==> config.mk <==
export PLATFORM = sky130hd
export DESIGN_NAME = wdt_multimode
export DESIGN_NICKNAME = d
export VERILOG_FILES = /design/src/rtl/wdt_pkg.sv /design/src/rtl/wdt_prescale.sv /design/src/rtl/wdt_count.sv /design/src/rtl/wdt_ctrl.sv /design/src/rtl/wdt_multimode.sv
export SDC_FILE = /design/constraint.sdc
export NUM_CORES = 1
export LEC_CHECK = 0
export BUFFER_PORTS_ARGS = -buffer_cell sky130_fd_sc_hd__buf_4
export CAP_MARGIN = 20
export CORE_MARGIN = 1.5
export CORE_UTILIZATION = 47
export DETAILED_ROUTE_END_ITERATION = 10
export PLACE_DENSITY = 0.72
export SLEW_MARGIN = 10
export SYNTH_ARGS = -nofsm -noshare
export SYNTH_HDL_FRONTEND = slang
export SYNTH_HIERARCHICAL = 1
export SYNTH_SLANG_ARGS = --single-unit
==> constraint.sdc <==
create_clock -name clk -period 1.7 [get_ports clk]
set_input_delay 0.085 -clock clk [delete_from_list [all_inputs] [get_ports clk]]
set_output_delay 0.085 -clock clk [all_outputs]
set_load 0.05 [all_outputs]
==> src/rtl/wdt_pkg.sv <==
package wdt_pkg;
    localparam int RUN_BIT = 7;
    localparam int MHI_BIT = 4;
    localparam int MLO_BIT = 3;

    typedef enum logic [1:0] {
        WM_STOP     = 2'b00,
        WM_INTERVAL = 2'b01,
        WM_NMI      = 2'b10,
        WM_RESET    = 2'b11
    } wmode_e;
endpackage

==> src/rtl/wdt_prescale.sv <==
module wdt_prescale #(
    parameter int DIV_LG = 1
) (
    input  logic clk,
    input  logic rst_n,
    output logic tick
);
    typedef struct packed {
        logic [DIV_LG-1:0] pre;
    } pre_t;

    pre_t st_d, st_q;

    always_comb begin
        st_d     = st_q;
        st_d.pre = st_q.pre + 1'b1;
        tick     = &st_q.pre;
    end

    always_ff @(posedge clk or negedge rst_n) begin
        if (!rst_n) st_q <= '0;
        else        st_q <= st_d;
    end
endmodule

==> src/rtl/wdt_count.sv <==
module wdt_count #(
    parameter int CNT_W = 8
) (
    input  logic             clk,
    input  logic             rst_n,
    input  logic             tick,
    input  logic             en,
    input  logic             clr,
    output logic [CNT_W-1:0] cnt,
    output logic             ovf
);
    typedef struct packed {
        logic [CNT_W-1:0] cnt;
    } cnt_t;

    cnt_t st_d, st_q;

    always_comb begin
        st_d = st_q;
        ovf  = en && tick && (&st_q.cnt) && !clr;
        if (clr)             st_d.cnt = '0;
        else if (en && tick) st_d.cnt = st_q.cnt + 1'b1;
        cnt = st_q.cnt;
    end

    always_ff @(posedge clk or negedge rst_n) begin
        if (!rst_n) st_q <= '0;
        else        st_q <= st_d;
    end

    // a restart leaves the count at zero
    a_r5_restart_zero: assert property (@(posedge clk) disable iff (!rst_n)
        clr |=> (st_q.cnt == '0));
    // without tick or restart the count holds
    a_r4_hold: assert property (@(posedge clk) disable iff (!rst_n)
        (!clr && !(en && tick)) |=> $stable(st_q.cnt));
endmodule

==> src/rtl/wdt_ctrl.sv <==
module wdt_ctrl
    import wdt_pkg::*;
#(
    parameter int           ADDR_W   = 4,
    parameter logic [ADDR_W-1:0] REG_ADDR = '0
) (
    input  logic              clk,
    input  logic              rst_n,
    input  logic [ADDR_W-1:0] bus_addr,
    input  logic [7:0]        bus_wdata,
    input  logic              bus_we,
    output logic [7:0]        bus_rdata,
    input  logic              pend_clr,
    input  logic              ovf,
    output logic              cnt_en,
    output logic              restart,
    output logic              irq,
    output logic              nmi,
    output logic              rst_req
);
    typedef struct packed {
        logic run;
        logic mhi;
        logic mlo;
        logic pend;
        logic nmi;
        logic rst;
    } ctl_t;

    ctl_t   st_d, st_q;
    logic   hit, wr;
    wmode_e mode_q;

    always_comb begin
        hit     = (bus_addr == REG_ADDR);
        wr      = bus_we && hit;
        mode_q  = wmode_e'({st_q.mhi, st_q.mlo});
        st_d    = st_q;

        st_d.run = st_q.run | (wr & bus_wdata[RUN_BIT]);
        st_d.mhi = st_q.mhi | (wr & bus_wdata[MHI_BIT]);
        st_d.mlo = st_q.mlo | (wr & bus_wdata[MLO_BIT]);
        restart  = wr & bus_wdata[RUN_BIT];

        if (ovf)           st_d.pend = 1'b1;
        else if (pend_clr) st_d.pend = 1'b0;

        st_d.nmi = (ovf && mode_q == WM_NMI)
                 || (!st_q.mhi && st_d.mhi && st_q.pend);
        st_d.rst = ovf && mode_q == WM_RESET;

        cnt_en    = st_q.run && mode_q != WM_STOP;
        irq       = st_q.pend && mode_q == WM_INTERVAL;
        nmi       = st_q.nmi;
        rst_req   = st_q.rst;
        bus_rdata = '0;
        if (hit) begin
            bus_rdata[RUN_BIT] = st_q.run;
            bus_rdata[MHI_BIT] = st_q.mhi;
            bus_rdata[MLO_BIT] = st_q.mlo;
        end
    end

    always_ff @(posedge clk or negedge rst_n) begin
        if (!rst_n) st_q <= '0;
        else        st_q <= st_d;
    end

    // run never drops once set
    a_r3_run_sticky: assert property (@(posedge clk) disable iff (!rst_n)
        st_q.run |=> st_q.run);
    // reset request is one cycle wide
    a_r8_rst_single: assert property (@(posedge clk) disable iff (!rst_n)
        st_q.rst |=> !st_q.rst);
    // reset request only in mode 11
    a_r8_rst_mode: assert property (@(posedge clk) disable iff (!rst_n)
        st_q.rst |-> (st_q.mhi && st_q.mlo));
    // every NMI comes with mode-high set
    a_r11_nmi_mhi: assert property (@(posedge clk) disable iff (!rst_n)
        st_q.nmi |-> st_q.mhi);
endmodule

==> src/rtl/wdt_multimode.sv <==
module wdt_multimode #(
    parameter int                ADDR_W   = 4,
    parameter logic [ADDR_W-1:0] REG_ADDR = 4'h9,
    parameter int                DIV_SEL  = 0,
    parameter int                CNT_W    = 8
) (
    input  logic              clk,
    input  logic              rst_n,
    input  logic [ADDR_W-1:0] bus_addr,
    input  logic [7:0]        bus_wdata,
    input  logic              bus_we,
    output logic [7:0]        bus_rdata,
    input  logic              pend_clr,
    output logic              irq_o,
    output logic              nmi_o,
    output logic              rst_req_o
);
    localparam int DIV_LG = 2 * DIV_SEL + 1;

    logic             tick, ovf, cnt_en, restart;
    logic [CNT_W-1:0] cnt;

    wdt_prescale #(.DIV_LG(DIV_LG)) u_pre (
        .clk(clk), .rst_n(rst_n), .tick(tick)
    );

    wdt_count #(.CNT_W(CNT_W)) u_cnt (
        .clk(clk), .rst_n(rst_n), .tick(tick), .en(cnt_en),
        .clr(restart), .cnt(cnt), .ovf(ovf)
    );

    wdt_ctrl #(.ADDR_W(ADDR_W), .REG_ADDR(REG_ADDR)) u_ctl (
        .clk(clk), .rst_n(rst_n), .bus_addr(bus_addr),
        .bus_wdata(bus_wdata), .bus_we(bus_we), .bus_rdata(bus_rdata),
        .pend_clr(pend_clr), .ovf(ovf), .cnt_en(cnt_en),
        .restart(restart), .irq(irq_o), .nmi(nmi_o), .rst_req(rst_req_o)
    );

    // a counter that was never enabled stays at zero
    a_r4_idle_zero: assert property (@(posedge clk) disable iff (!rst_n)
        (!cnt_en && !$past(cnt_en) && cnt == '0) |=> (cnt == '0 || cnt_en));
endmodule

* Yosys cells after proc, flatten, opt, wreduce, memory -nomap -nowiden
Cells that the tools add are included.
** Operators by class
- Add/subtract/negate cells :: 2
- Equal/unequal tests :: 4
- Multiplexer cells :: 6
- Bitwise gates (word level) :: 6
- Reductions and logical operators :: 17
** Operators with widths (count)
- 2-to-1 mux 8 bit :: 2
- logical AND 1 bit :: 10
- adder 8 x 1 -> 8 bit, second input constant :: 1
- AND reduction 8 bit :: 1
- nonzero test 2 bit :: 3
- == test 2 bit, second input constant :: 2
- == test 4 bit, second input constant :: 1
- AND 1 bit :: 3
- 2-to-1 mux 1 bit :: 3
- OR 1 bit :: 3
- == test 2 x 1 -> 1 bit, second input constant :: 1
- logical NOT 1 bit :: 2
- 2-to-1 mux 2 bit :: 1
- adder 1 bit, second input constant :: 1
- logical OR 1 bit :: 1
** Word-level totals
- Register bits :: 15
- Input bits :: 16
- Output and inout bits :: 11
- Logic and storage cells :: 43

* Depth between registers and ports, before layout
Gate-level depths: netlist (run 1).
- Depth after elaboration :: 7
- Depth in mapped cells :: 7

* By module
The synthesis (run 1) kept the hierarchy.
** By module, submodules not included
- wdt_count :: times used 1, cells an instance 44, area an instance 414.1 um^2, seq. area each 200.2 um^2
- wdt_ctrl :: times used 1, cells an instance 28, area an instance 319.1 um^2, seq. area each 150.1 um^2
- wdt_prescale :: times used 1, cells an instance 2, area an instance 28.8 um^2, seq. area each 25.0 um^2

* Worst setup path before layout (run 1)
Ideal clock, no wire load.
- Kind :: input to register
- From :: input port bus_addr[2]
- To :: register u_ctl.st_q (netlist bit u_ctl/rst_req)
- Setup time :: 120 ps
- Arrival time :: 1292 ps
- Required time :: 1580 ps
- Slack :: 288 ps
- Stages on the path :: 6
- Cell sequence :: and4bb_4 > and3_1 > clkbuf_1 > nor2b_1 > and3_1 > and3_1
** RTL lines
- start, declared :: line wdt_multimode.sv:9 : input logic [ADDR_W-1:0] bus_addr,
- end signal, assigned :: line wdt_ctrl.sv:66 : else st_q <= st_d;
- end, declared :: line wdt_ctrl.sv:30 : ctl_t st_d, st_q;

==> run summary, run 1 <==
routability cong.: 0.7487
clk_skew: 1.739 ps
Die Ht: 43.27 um
Die Wd: 43.27 um
Crit Path Max Fanout: 6
data required time of the worst path: 1890 ps
first-pass GRT wire length: 2290 um
final setup vio count: 0
H-tree levels: 1
DR vias: 582
flops & latches, synth: 15
largest net degree at the start of global routing: 16
DRC Markers: 0
worst-path cell chain: o21a_1 -> nand4_1 -> nor2_1 -> and3_1 -> nand2_1 -> o2bb2ai_1
Final ANT Viol Nets: 0
kind of critical path: reg -> reg
CP max stage delay: 430 ps
GRT overflow: 0
DP HPWL: 1028 um
Leakage: 0.0004694 uW
period utilisation layout: 92.90%
post-layout min period: 1579 ps
library cells used by synthesis: 30
number of enable flip-flop cells after synthesis: 0
IO buf count: 16
Ant. Diodes: 0
worst skew pair latency: 270 ps
commonest non-fill, non-tap cells in the layout: buf_4 (17), dfrtp_1 (14), nor2_1 (6)
CTS tree: yes
vias in the first global route: 553
Sink Count: 15
Hold Violations, Final: 0
layout net count: 112
drt wl/cell: 12.35 um
FILL cells: 138
power per cell area: 1161 nW/um2
Startpoint Class: register
row cnt: 14
r2r setup slk: 120 ps
Worst VDD drop: 0.0006763 V
Final Instance Count excl. Fillers: 110
Ports: 27
Hold Crit Class: in -> reg
r2r startpoint: u_ctl/mode_q[0]
Fmax achieved: 633.2 MHz
syn avg cell area: 10.30 um2
most common cell after layout, fill and taps aside: buf_4
CTS root buf: clkbuf_4
Synth Flop Type: dfrtp_1
Post-synth ARST share: 100.0%
Critical-path top delay cell: dfrtp_1
Crit path arrival time: 1770 ps
initial core utilization: 50.58%
clock transition at the registers of the reported paths: 80 ps
Reg2Reg Depth: 6
met3 Track Usage GR: 7.660%
Core Box Area: 1506 um2
Hold Path Sink: u_ctl/mode_q[0]
max-cap violation count: 0
final slew viol count: 0
DRT Wirelength: 1358 um
overall global routing resource usage: 16.86%
post-synthesis sequential area ratio: 49.26%
GR Util met1: 20.38%
setup bufs post-CTS: 0
vias per cell: 5.291
met2 Usage GRT: 26.27%
status: finished clean
initial drt markers: 12
Post-Place Cells: 105
Netlist Area Pre-Place: 762.0 um2
GR peak layer: met2
R2R Path End: u_ctl/nmi
initial antenna violation count: 0
crit path from: u_ctl/mode_q[0]
setup TNS: 0 ps
Worst Hold Path Cells: 2
die area: 1872 um2
yosys synthesis warning count: 6
share of cells above drive strength 1: 35.11%
Design Power: 1077 uW
critical path endpoint category: register
min-delay src: bus_wdata[3]
Synth Instances: 74
drt pass-1 iters: 3
clock tree buffer depth: 2
P&R area growth vs syn: 21.67%
total CTS buffers: 3
stage by stage:
stage / hold WS (ps) / instance area [um2] / setup slack (ps) / utilization [%]
2_1_floorplan: -210.6 / 777.0 / 288.4 / -
3_3_place_gp: -52.29 / 883.3 / 160.7 / 58.64
3_5_place_dp: -49.02 / 883.3 / 142.1 / 58.64
4_1_cts: 43.12 / 919.6 / 119.8 / 61.05
5_1_grt: 35.22 / 927.1 / -4.076 / 61.54
6_report: 52.54 / 927.1 / 120.7 / 61.54
layout make-up:
class / count / area [um2] / area share (%)
clock buffer: 4 / 26.28 / 2.834
timing repair buffer: 18 / 137.6 / 14.84
multi-input combinational: 52 / 347.8 / 37.52
sequential: 15 / 376.6 / 40.62
tap: 16 / 20.02 / 2.159
inverter: 5 / 18.77 / 2.024
timing repair:
| action | in CTS | in global routing |
|---|---|---|
| endpoints found under the hold margin | 15 | 0 |
| hold buffers | 1 | 0 |
| resized for setup | 0 | 2 |
| setup endpoints to repair | 0 | 2 |
worst max-delay path by stage:
stage | slack, ps | to | cells past startpoint
global placement | 160 | u_cnt/cnt[7] | 4
finish | 120 | u_ctl/nmi | 6
global route | -4 | u_ctl/nmi | 6
CTS | 120 | u_cnt/cnt[7] | 4
floorplan | 290 | u_ctl/rst_req | 6
detailed placement | 140 | u_cnt/cnt[7] | 4
registers in the layout, summed over array words and instances, names as in the netlist:
signal         cells
u_ctl/nmi          1
u_ctl/st_q         2
u_pre/tick         1
u_cnt/cnt          8
u_ctl/mode_q       2
u_ctl/rst_req      1
kinds of logic (layout without fill, tap and decap cells):
| kind of cell | after synthesis | in the layout | share of synthesized area (%) |
|---|---|---|---|
| mux | 2 | 2 | 2.955 |
| flops | 15 | 15 | 49.26 |
| fa+ha+maj | 1 | 1 | 1.642 |
| simple gates | 29 | 29 | 23.98 |
| compound gates | 13 | 13 | 11.50 |
| other cells | 1 | 5 | 0.4921 |
| buf+inv | 11 | 27 | 7.882 |
| xor+xnor | 2 | 2 | 2.299 |
critical path, delay by kind of cell (launching register included):
family           cells  cell delay (ps)
AND/OR/NAND/NOR      4              660
flip-flops           1              430
AO/OA/AOI/OAI        2              410
cells in the mapped netlist, drive strengths merged, types with 2 or more instances:
library cell	count	area (um2)
a31o	3	26.28
dfrtp	15	375.4
xnor2	2	17.52
nand3	2	10.01
mux2	2	22.52
inv	5	18.77
and2	3	22.52
a21oi	4	20.02
nor2	6	22.52
o21ai	2	10.01
or3	2	12.51
and3	4	26.28
buf	5	37.54
nand2	4	15.01
nand4	2	18.77
power breakdown:
part           switching (uW)  internal, uW  leakage, uW
Combinational             187           150     0.000271
Sequential               88.2           461     0.000183
Clock                     100          90.9    0.0000150
Total                     375           701     0.000469
layer usage:
layer | routed length (um) | part of all wire (%) | up-vias
met1 | 637 | 47 | 279
met3 | 60 | 4.4 | 0
li1 | - | - | 288
met4 | 0 | 0 | 0
met5 | 0 | 0 | -
met2 | 661 | 49 | 15
Power figures use the tool's default switching activity.
==> inputs of run 2 (changes only) <==
Settings changed: CORE_UTILIZATION 47 to 35, PLACE_DENSITY 0.72 to 0.56.
==> run 2 against run 1 <==
Cell area is 0.81% higher. Flip-flop and latch count is the same. Critical path type unchanged. Utilization shrank 15 points. Register-to-register slack about the same. Global-route usage is 4.4 points lower.
==> run summary, run 2 (synthesis results as in run 1) <==
Sw Pwr: 376.6 uW (+0.37%)
Crit path arrival time: 1750 ps (-20 ps)
Hold Violations, Final: 0 (unchanged)
Fmax achieved: 636.6 MHz (+0.53%)
GR Util met1: 14.76% (-5.6 points)
DRC Markers: 0 (unchanged)
share of cells above drive strength 1: 34.04% (-1.1 points)
commonest non-fill, non-tap cells in the layout: buf_4 (17), dfrtp_1 (15), nor2_1 (6)
Ports: 27 (unchanged)
drt pass-1 iters: 4 (+1)
max-cap violation count: 0 (unchanged)
GRT overflow: 0 (unchanged)
setup bufs post-CTS: 0 (unchanged)
routability cong.: 0.7563 (+1.0%)
DR vias: 568 (-2.4%)
GR peak layer: met2
Multi-input gate area: 341.6 um2 (-1.8%)
met3 Track Usage GR: 5.455% (-2.2 points)
Design Power: 1071 uW (-0.54%)
overall global routing resource usage: 12.49% (-4.4 points)
total CTS buffers: 3 (unchanged)
clock network power share: 18.8% (+1.0 points)
power per cell area: 1146 nW/um2 (-1.3%)
clock transition at the registers of the reported paths: 90 ps (about the same)
RSZ-0062 raised after global routing: no
Sequential Power Share: 51.4% (+0.4 points)
Crit Path Max Fanout: 7 (+1)
vias in the first global route: 539 (-2.5%)
Final ANT Viol Nets: 0 (unchanged)
IO buf count: 16 (unchanged)
CTS root buf: clkbuf_4
Combinational Power Share: 29.8% (-1.5 points)
largest net degree at the start of global routing: 16 (unchanged)
setup TNS: 0 ps (unchanged)
Core Box Area: 2002 um2 (+33%)
Design Area, Final: 934.6 um2 (+0.81%)
post-cts gate resize count: 0 (unchanged)
period utilisation layout: 92.41% (-0.49 points)
initial core utilization: 38.06% (-13 points)
drt wl/cell: 10.71 um (-13%)
Int Pwr: 694.4 uW (-1.0%)
clk_skew: 4.412 ps (+2.673 ps)
Die Ht: 49.66 um (+15%)
most common cell after layout, fill and taps aside: buf_4
placed cell area: 897.1 um2 (+1.6%)
H-tree levels: 1 (unchanged)
DRT Wirelength: 1296 um (-4.6%)
post-layout min period: 1571 ps (-8.327 ps)
final slew viol count: 0 (unchanged)
critical path endpoint category: register
Sink Count: 15 (unchanged)
clock tree buffer depth: 2 (unchanged)
Ant. Diodes: 0 (unchanged)
row cnt: 16 (+2)
Final WS setup: 129.1 ps (+8.327 ps)
FILL cells: 210 (+52%)
vias per cell: 4.694 (-11%)
final setup vio count: 0 (unchanged)
Worst VDD drop: 0.0006702 V (-0.91%)
Startpoint Class: register
met2 Usage GRT: 20.22% (-6.0 points)
die area: 2466 um2 (+32%)
initial antenna violation count: 0 (unchanged)
Core Util, Final: 46.69% (-15 points)
switch share: 35.17% (+0.32 points)
Hold Crit Class: in -> reg
register area: 375.4 um2 (-0.33%)
pre-CTS setup slack: 149.4 ps (+7.266 ps)
worst skew pair latency: 280 ps (about the same)
kind of critical path: reg -> reg
status: finished clean
initial drt markers: 4 (-8)
Die Wd: 49.66 um (+15%)
Leakage: 0.0004729 uW (+0.75%)
max reg flops: 8 (unchanged)
CTS tree: yes
P&R area growth vs syn: 22.66%
first-pass GRT wire length: 2304 um (+0.61%)
data required time of the worst path: 1880 ps (about the same)
# hold bufs at CTS: 1 (unchanged)
layout net count: 112 (unchanged)
-- run 2: cell types whose count changed in the layout (fill, tap and decap cells not counted) --
cell      change
dfrtp_1       +1
clkbuf_1      -1
nor4_2        -1
nor4_1        +1
dfrtp_2       -1
clkinv_2      +1
-- run 2: area by class of cell --
cell class,instances,area share (%)
Clock buffer,3,2.410
Inverter,5,2.008
Clock inverter,1,0.5355
Timing Repair Buffer,18,14.73
Sequential cell,15,40.16
Tap cell,27,3.614
Multi-Input combinational cell,52,36.55
-- run 2: critical path, cell delays in order (launching register included) --
cell,delay [ps]
dfrtp_1,450
o21a_1,230
nand4_2,180
nor4_1,240
mux2_2,370
-- run 2: metrics by stage --
step / hold WS (ps) / instances
CTS: 31.56 / 121
global placement: -50.55 / 116
finish: 40.65 / 121
floorplan: -210.6 / 78
detailed placement: -49.10 / 116
global route: 28.31 / 121
-- run 2: power groups by stage --
stage               combinational (uW)  sequential (uW)  clock [uW]
detailed placement                 318              557           0
floorplan                          263              534           0
CTS                                322              551         212
global route                       366              568         227
global placement                   312              556           0
finish                             319              551         202
-- run 2: path summary, 6_finish.rpt --
path,from,end,depth (start not counted),slack (ps)
hold / removal,bus_wdata[3],u_ctl/mode_q[0],2,40
max in group asynchronous,rst_n,u_cnt/cnt[3],2,1350
hold reg to reg,u_ctl/st_q[2],u_ctl/st_q[2],1,510
setup reg to reg,u_ctl/mode_q[1],u_cnt/cnt[7],4,130
min in group asynchronous,rst_n,u_ctl/mode_q[1],2,180
setup / recovery,u_ctl/mode_q[1],u_cnt/cnt[7],4,130
-- run 2: layer usage --
metal / routed length, um / share of wire, %
met5: 0 / 0
met4: 13 / 1.0
met2: 620 / 48
met1: 596 / 46
met3: 65 / 5.0
